===== src/rtl/lsea_pkg.sv =====
package lsea_pkg;
    localparam int DW     = 32;
    localparam int RW     = 5;
    localparam int OPW    = 5;
    localparam int SHORTW = 17;
    localparam int LONGW  = 22;
    localparam int BYTEW  = 8;

    localparam logic [OPW-1:0] OP_LD_DISP = 5'd1;
    localparam logic [OPW-1:0] OP_LD_REL  = 5'd2;
    localparam logic [OPW-1:0] OP_ST_DISP = 5'd3;
    localparam logic [OPW-1:0] OP_ST_REL  = 5'd4;
    localparam logic [OPW-1:0] OP_LA_DISP = 5'd5;
    localparam logic [OPW-1:0] OP_LA_REL  = 5'd6;

    typedef struct packed {
        logic use_rel;
        logic rd;
        logic wr;
        logic wb;
        logic wb_load;
    } ctl_t;

    typedef struct packed {
        logic          en;
        logic [RW-1:0] idx;
        logic [DW-1:0] val;
    } wb_t;
endpackage


===== src/rtl/lsea_decode.sv =====
module lsea_decode
    import lsea_pkg::*;
(
    input  logic [DW-1:0]     instr,
    output logic [OPW-1:0]    op,
    output logic [RW-1:0]     ra,
    output logic [RW-1:0]     rb,
    output logic [SHORTW-1:0] c_short,
    output logic [LONGW-1:0]  c_long,
    output ctl_t              ctl
);
    localparam int OP_LSB = DW - OPW;
    localparam int RA_LSB = OP_LSB - RW;
    localparam int RB_LSB = RA_LSB - RW;

    assign op      = instr[DW-1 -: OPW];
    assign ra      = instr[RA_LSB +: RW];
    assign rb      = instr[RB_LSB +: RW];
    assign c_short = instr[SHORTW-1:0];
    assign c_long  = instr[LONGW-1:0];

    always_comb begin
        ctl = '0;
        case (op)
            OP_LD_DISP: begin ctl.rd = 1'b1; ctl.wb = 1'b1; ctl.wb_load = 1'b1; end
            OP_LD_REL:  begin ctl.rd = 1'b1; ctl.wb = 1'b1; ctl.wb_load = 1'b1; ctl.use_rel = 1'b1; end
            OP_ST_DISP: begin ctl.wr = 1'b1; end
            OP_ST_REL:  begin ctl.wr = 1'b1; ctl.use_rel = 1'b1; end
            OP_LA_DISP: begin ctl.wb = 1'b1; end
            OP_LA_REL:  begin ctl.wb = 1'b1; ctl.use_rel = 1'b1; end
            default:    ctl = '0;
        endcase
    end
endmodule


===== src/rtl/lsea_agen.sv =====
module lsea_agen #(
    parameter int DW     = 32,
    parameter int RW     = 5,
    parameter int SHORTW = 17,
    parameter int LONGW  = 22
) (
    input  logic [RW-1:0]     rb,
    input  logic [DW-1:0]     base_val,
    input  logic [SHORTW-1:0] c_short,
    input  logic [LONGW-1:0]  c_long,
    input  logic [DW-1:0]     pc,
    input  logic              use_rel,
    output logic [DW-1:0]     addr
);
    localparam int SPAD = DW - SHORTW;
    localparam int LPAD = DW - LONGW;

    logic [DW-1:0] short_x, long_x, disp, rel;

    assign short_x = {{SPAD{c_short[SHORTW-1]}}, c_short};
    assign long_x  = {{LPAD{c_long[LONGW-1]}}, c_long};
    // absolute mode when the base field is zero: register 0 never joins the sum
    assign disp    = (rb == '0) ? short_x : base_val + short_x;
    assign rel     = pc + long_x;
    assign addr    = use_rel ? rel : disp;
endmodule


===== src/rtl/lsea_bytes.sv =====
module lsea_bytes #(
    parameter int DW    = 32,
    parameter int BYTEW = 8
) (
    input  logic [DW-1:0] lanes,
    output logic [DW-1:0] word
);
    localparam int NB = DW / BYTEW;

    // lane k holds address+k; the lowest address lands in the top byte
    for (genvar k = 0; k < NB; k++) begin : g_lane
        assign word[DW-1-k*BYTEW -: BYTEW] = lanes[k*BYTEW +: BYTEW];
    end
endmodule


===== src/rtl/lsea_unit.sv =====
module lsea_unit
    import lsea_pkg::*;
(
    input  logic          clk,
    input  logic          rst_n,
    input  logic [31:0]   instr_i,
    input  logic [31:0]   pc_i,
    output logic [4:0]    base_sel_o,
    input  logic [31:0]   base_val_i,
    output logic [4:0]    src_sel_o,
    input  logic [31:0]   src_val_i,
    output logic [31:0]   mem_addr_o,
    output logic          mem_rd_o,
    output logic          mem_wr_o,
    output logic [31:0]   mem_wdata_o,
    input  logic [31:0]   mem_rdata_i,
    output logic          wb_en_o,
    output logic [4:0]    wb_idx_o,
    output logic [31:0]   wb_val_o
);
    logic [OPW-1:0]    op;
    logic [RW-1:0]     ra, rb;
    logic [SHORTW-1:0] c_short;
    logic [LONGW-1:0]  c_long;
    ctl_t              ctl;
    logic [DW-1:0]     addr, load_word;
    wb_t               wb_d, wb_q;

    lsea_decode i_decode (
        .instr   (instr_i),
        .op      (op),
        .ra      (ra),
        .rb      (rb),
        .c_short (c_short),
        .c_long  (c_long),
        .ctl     (ctl)
    );

    lsea_agen #(.DW(DW), .RW(RW), .SHORTW(SHORTW), .LONGW(LONGW)) i_agen (
        .rb       (rb),
        .base_val (base_val_i),
        .c_short  (c_short),
        .c_long   (c_long),
        .pc       (pc_i),
        .use_rel  (ctl.use_rel),
        .addr     (addr)
    );

    lsea_bytes #(.DW(DW), .BYTEW(BYTEW)) i_bytes (
        .lanes (mem_rdata_i),
        .word  (load_word)
    );

    assign base_sel_o  = rb;
    assign src_sel_o   = ra;
    assign mem_addr_o  = addr;
    assign mem_rd_o    = ctl.rd;
    assign mem_wr_o    = ctl.wr;
    assign mem_wdata_o = ctl.wr ? src_val_i : '0;

    always_comb begin
        wb_d = '0;
        if (ctl.wb) begin
            wb_d.en  = 1'b1;
            wb_d.idx = ra;
            wb_d.val = ctl.wb_load ? load_word : addr;
        end
    end

    always_ff @(posedge clk or negedge rst_n) begin
        if (!rst_n) wb_q <= '0;
        else        wb_q <= wb_d;
    end

    assign wb_en_o  = wb_q.en;
    assign wb_idx_o = wb_q.idx;
    assign wb_val_o = wb_q.val;

    logic unused_op;
    assign unused_op = ^op;
endmodule


===== config.mk =====
export PLATFORM = sky130hd
export DESIGN_NAME = lsea_unit
export DESIGN_NICKNAME = d
export VERILOG_FILES = /design/src/rtl/lsea_pkg.sv /design/src/rtl/lsea_decode.sv /design/src/rtl/lsea_agen.sv /design/src/rtl/lsea_bytes.sv /design/src/rtl/lsea_unit.sv
export SDC_FILE = /design/constraint.sdc
export NUM_CORES = 1
export LEC_CHECK = 0
export ABC_AREA = 1
export BUFFER_PORTS_ARGS = -buffer_cell sky130_fd_sc_hd__buf_4
export CORE_UTILIZATION = 30
export DETAILED_ROUTE_END_ITERATION = 8
export PLACE_DENSITY = 0.58
export SLEW_MARGIN = 20
export SYNTH_ARGS = -nofsm -noshare
export SYNTH_HDL_FRONTEND = slang
export SYNTH_HIERARCHICAL = 1
export SYNTH_SLANG_ARGS = --single-unit

===== constraint.sdc =====
create_clock -name clk -period 2.9 [get_ports clk]
set_input_delay 0.435 -clock clk [delete_from_list [all_inputs] [get_ports clk]]
set_output_delay 0.435 -clock clk [all_outputs]
set_load 0.02 [all_outputs]

Word level (Yosys, flattened, before mapping) --
Cells that the tools add are included.
Word-level totals: flip-flop bits (word level) 38, bits of input ports 162, output and inout bits 114, logic and storage cells 25
Cells by class: $add $sub $neg 2, equal/unequal tests 6, muxes and demuxes 9, reduce and logical (&&, ||, !) cells 5
Operator list (number):
- 2-to-1 mux 32 bit | 4
- adder 32 bit | 2
- 2-to-1 mux 38 bit | 1
- equality test 5 x 3 -> 1 bit (second input constant) | 3
- equality test 5 x 2 -> 1 bit (second input constant) | 2
- equality test 5 x 1 -> 1 bit (second input constant) | 1
- logical NOT 5 bit | 1
- 2-to-1 mux 1 bit | 4
- OR reduction 2 bit | 2
- OR reduction 4 bit | 1
- OR reduction 3 bit | 1

Longest topological paths before layout --
depth in word-level cells 6, gate-level depth with buffers 18

By module --
The synthesis kept the hierarchy.
Modules (own cells, without submodules):
- lsea_agen | times used 1, cells an instance 1089, area each 5168.7 um2
- lsea_unit | times used 1, cells an instance 286, area each 2133.3 um2
- lsea_decode | times used 1, cells an instance 70, area each 480.5 um2
- lsea_bytes | times used 1, cells an instance 32, area each 240.2 um2

Worst setup path after synthesis --
Ideal clock, no wire load.
path kind in2out, from input instr_i[0], to output mem_addr_o[12], arrival time 2332 ps, path slack 133 ps, cell stages on the path 10, buffers on the path 1, cell sequence buf_4 > ha_1 > fa_1 > nand3_1 > nand3_1 > nand3_1 > nand3_1 > xor2_1 > nor2_1 > o21ai_0
Between the ends: word-level cells in the longest chain between the ends 3
Ends and longest elaborated chain:
- from (decl) | line lsea_unit.sv:6 | input logic [31:0] instr_i,
- adder 32 bit | line lsea_agen.sv:23 | assign disp = (rb == '0) ? short_x : base_val + short_x;
- 2-to-1 mux 32 bit | line lsea_agen.sv:23
- 2-to-1 mux 32 bit * | line lsea_agen.sv:25 | assign addr = use_rel ? rel : disp;
- to (decl) | line lsea_unit.sv:12 | output logic [31:0] mem_addr_o,
Mark *: on every way between the ends. The rest lies on a longest branch, timed or not.

Worst setup path in the final report --
from input instr_i[15], to output mem_addr_o[21]
The elaborated chain is that of the path after synthesis.

==> impl_metrics.json <==
{
  "outcome": "finished, final reports clean",
  "rsz0062_at_grt": "true",
  "p_per_area_nw_per_um2": 314,
  "nets": 1949,
  "worstPathCellList": "buf_4, ha_1, nand2_1, nor2_1, nand2_1, inv_1, nand2_1, nand2_1, nand2_1, nand3_1, nand2_1, nand2_2, inv_1, buf_4",
  "critPathMostFrequentCell": "nand2_1",
  "cp_top_family": "simple AND/OR/NAND/NOR gates",
  "drc": 0,
  "yosys_warnings": 6,
  "swShare_pct": 45.2,
  "hold_viol_final": 0,
  "tightest_slew_ns": 0.847,
  "dp_cells": 2049,
  "drv_cap": 0,
  "synth_nets": 1698,
  "fin_area_um2": 10900,
  "drt-met1-wl_um": 13100,
  "cp_num_buf_inv": 4,
  "crit_path_end_kind": "output port",
  "drt_iter0_markers": 598,
  "grt_remaining_overflow": 0,
  "power_frac_seq_pct": 16.4,
  "min-delay-path-class": "primary input to asynchronous set/reset pin",
  "power.leakage_uw": 0.00657,
  "core_um2": 26100,
  "worstPathArrival_ns": 2.40,
  "cts_tree": "done",
  "critical_path.max_fanout": 4,
  "vdd_drop_max_mv": 0.282,
  "grt_util_all_layers_pct": 22.1,
  "drive_gt1_share_pct": 30.6,
  "htreeDepth": 2,
  "routed.top_layer": "met5",
  "syn_avg_cell_area_um2": 5.42,
  "globalplace.congestion": 0.977,
  "pwr-share-clk_pct": 19.1,
  "period_minus_slack_ns": 2.84,
  "cp_slowest_cell": "ha_1",
  "firstDrtPassIters": 7,
  "wl_um": 30900,
  "finalNonFillerCells": 2059,
  "grt_pass1_vias": 8520,
  "grt_pass1_wl_um": 45600,
  "die_area_um2": 27300,
  "fin_util_pct": 41.8,
  "setup_tns_ns": 0,
  "grt_max_degree": 39,
  "die_w_um": 165,
  "cts_inserted_buffers": 5,
  "die_y_um": 165,
  "worstSetupPathType": "primary input to output port",
  "initial_core_util_pct": 30.6,
  "clk_pin_slew_ns": 0.06,
  "io_buffers": 275,
  "p_int_uw": 1880,
  "cpPeakStageDelay_ns": 0.39,
  "viasPerCell": 4.60,
  "finalPower_uw": 3420,
  "area_delta_synth_final_pct": 36.3,
  "placed_area_um2": 10200,
  "cts-hold-fix-buffers": 0,
  "fmax_mhz": 353,
  "io_pins": 276,
  "wire_per_inst_um": 15.0,
  "route.met2.wl_um": 14400,
  "syn_inst": 1472,
  "dp_hpwl_um": 27000,
  "wl_met3_um": 2320,
  "synthesis.area_um2": 7990,
  "slew_violations": 0,
  "clock_path_buffers": 2,
  "clockRootBuffer": "clkbuf_16",
  "finalSetupViolations": 0,
  "via_count": 9471,
  "combPwrFrac_pct": 64.5,
  "crit_required_ns": 2.47,
  "antenna_found_initial": 2,
  "drtAntennaViolNets": 0,
  "p_sw_uw": 1550,
  "rows": 59,
  "timing.final.crit_share_pct": 97.8,
  "slew_headroom_pct": 43.6,
  "cts.sinks": 38,
  "critPathLaunchType": "primary input"
}
-- routing by layer --
| metal | track usage, % | vias up |
|---|---|---|
| met5 | 0 | - |
| li1 | - | 4855 |
| met1 | 28.2 | 4199 |
| met3 | 2.57 | 56 |
| met2 | 37.7 | 359 |
| met4 | 8.34 | 2 |
-- worst max path at each step --
stage | start | end | slack [ns] | cells after the start
after floorplan | instr_i[0] | mem_addr_o[12] | 0.13 | 10
after global placement | instr_i[11] | mem_addr_o[13] | -0.23 | 11
after detailed placement | instr_i[11] | mem_addr_o[13] | -0.19 | 11
after CTS | instr_i[4] | mem_addr_o[15] | 0.01 | 14
after global routing | instr_i[21] | mem_addr_o[29] | -0.06 | 12
final | instr_i[15] | mem_addr_o[21] | 0.06 | 14
-- cells in the final DEF, fill, tap and decap left out, types with 23 or more instances in the layout --
cell type	n
a21oi_1	52
buf_4	347
dfrtp_1	38
ha_1	23
ha_2	24
inv_1	293
nand2_1	507
nand2_2	49
nand3_1	73
nor2_1	117
nor2_2	45
o21ai_0	25
-- layout make-up --
type,instances,area [um2]
antenna,1,2.50
clock buffer,6,139
clock inverter,1,30.0
fill,2860,15200
inverter,294,1100
multi-input combinational,1034,5590
sequential,38,951
tap,335,419
timing repair buffer,350,2640
-- through the flow --
stage | setup slack, ns | hold slack [ns]
global placement | -0.233 | 0.441
floorplan | 0.133 | 0.139
CTS | 0.0109 | 0.130
finish | 0.0632 | 0.108
global route | -0.0610 | 0.147
detailed placement | -0.187 | 0.439
-- power groups by stage --
stage / Clock, uW / Combinational, uW / Sequential, uW
after global routing: 689 / 2430 / 563
after floorplan: 0 / 1190 / 604
after CTS: 672 / 2090 / 561
after detailed placement: 0 / 2080 / 571
final: 653 / 2210 / 561
after global placement: 0 / 2070 / 571
-- state kept, by name, summed over array words and instances (netlist names) --
register	cells
wb_en_o	1
wb_idx_o	5
wb_val_o	32
-- repair_timing --
| action | in CTS | in global routing |
|---|---|---|
| pin swaps | 2 | 7 |
| endpoints found under the hold margin | 0 | 0 |
| buffers inserted | 0 | 2 |
| setup endpoints to repair | 12 | 22 |
| gates resized for setup | 13 | 106 |
Note: power is estimated with default switching activity, not from simulation.
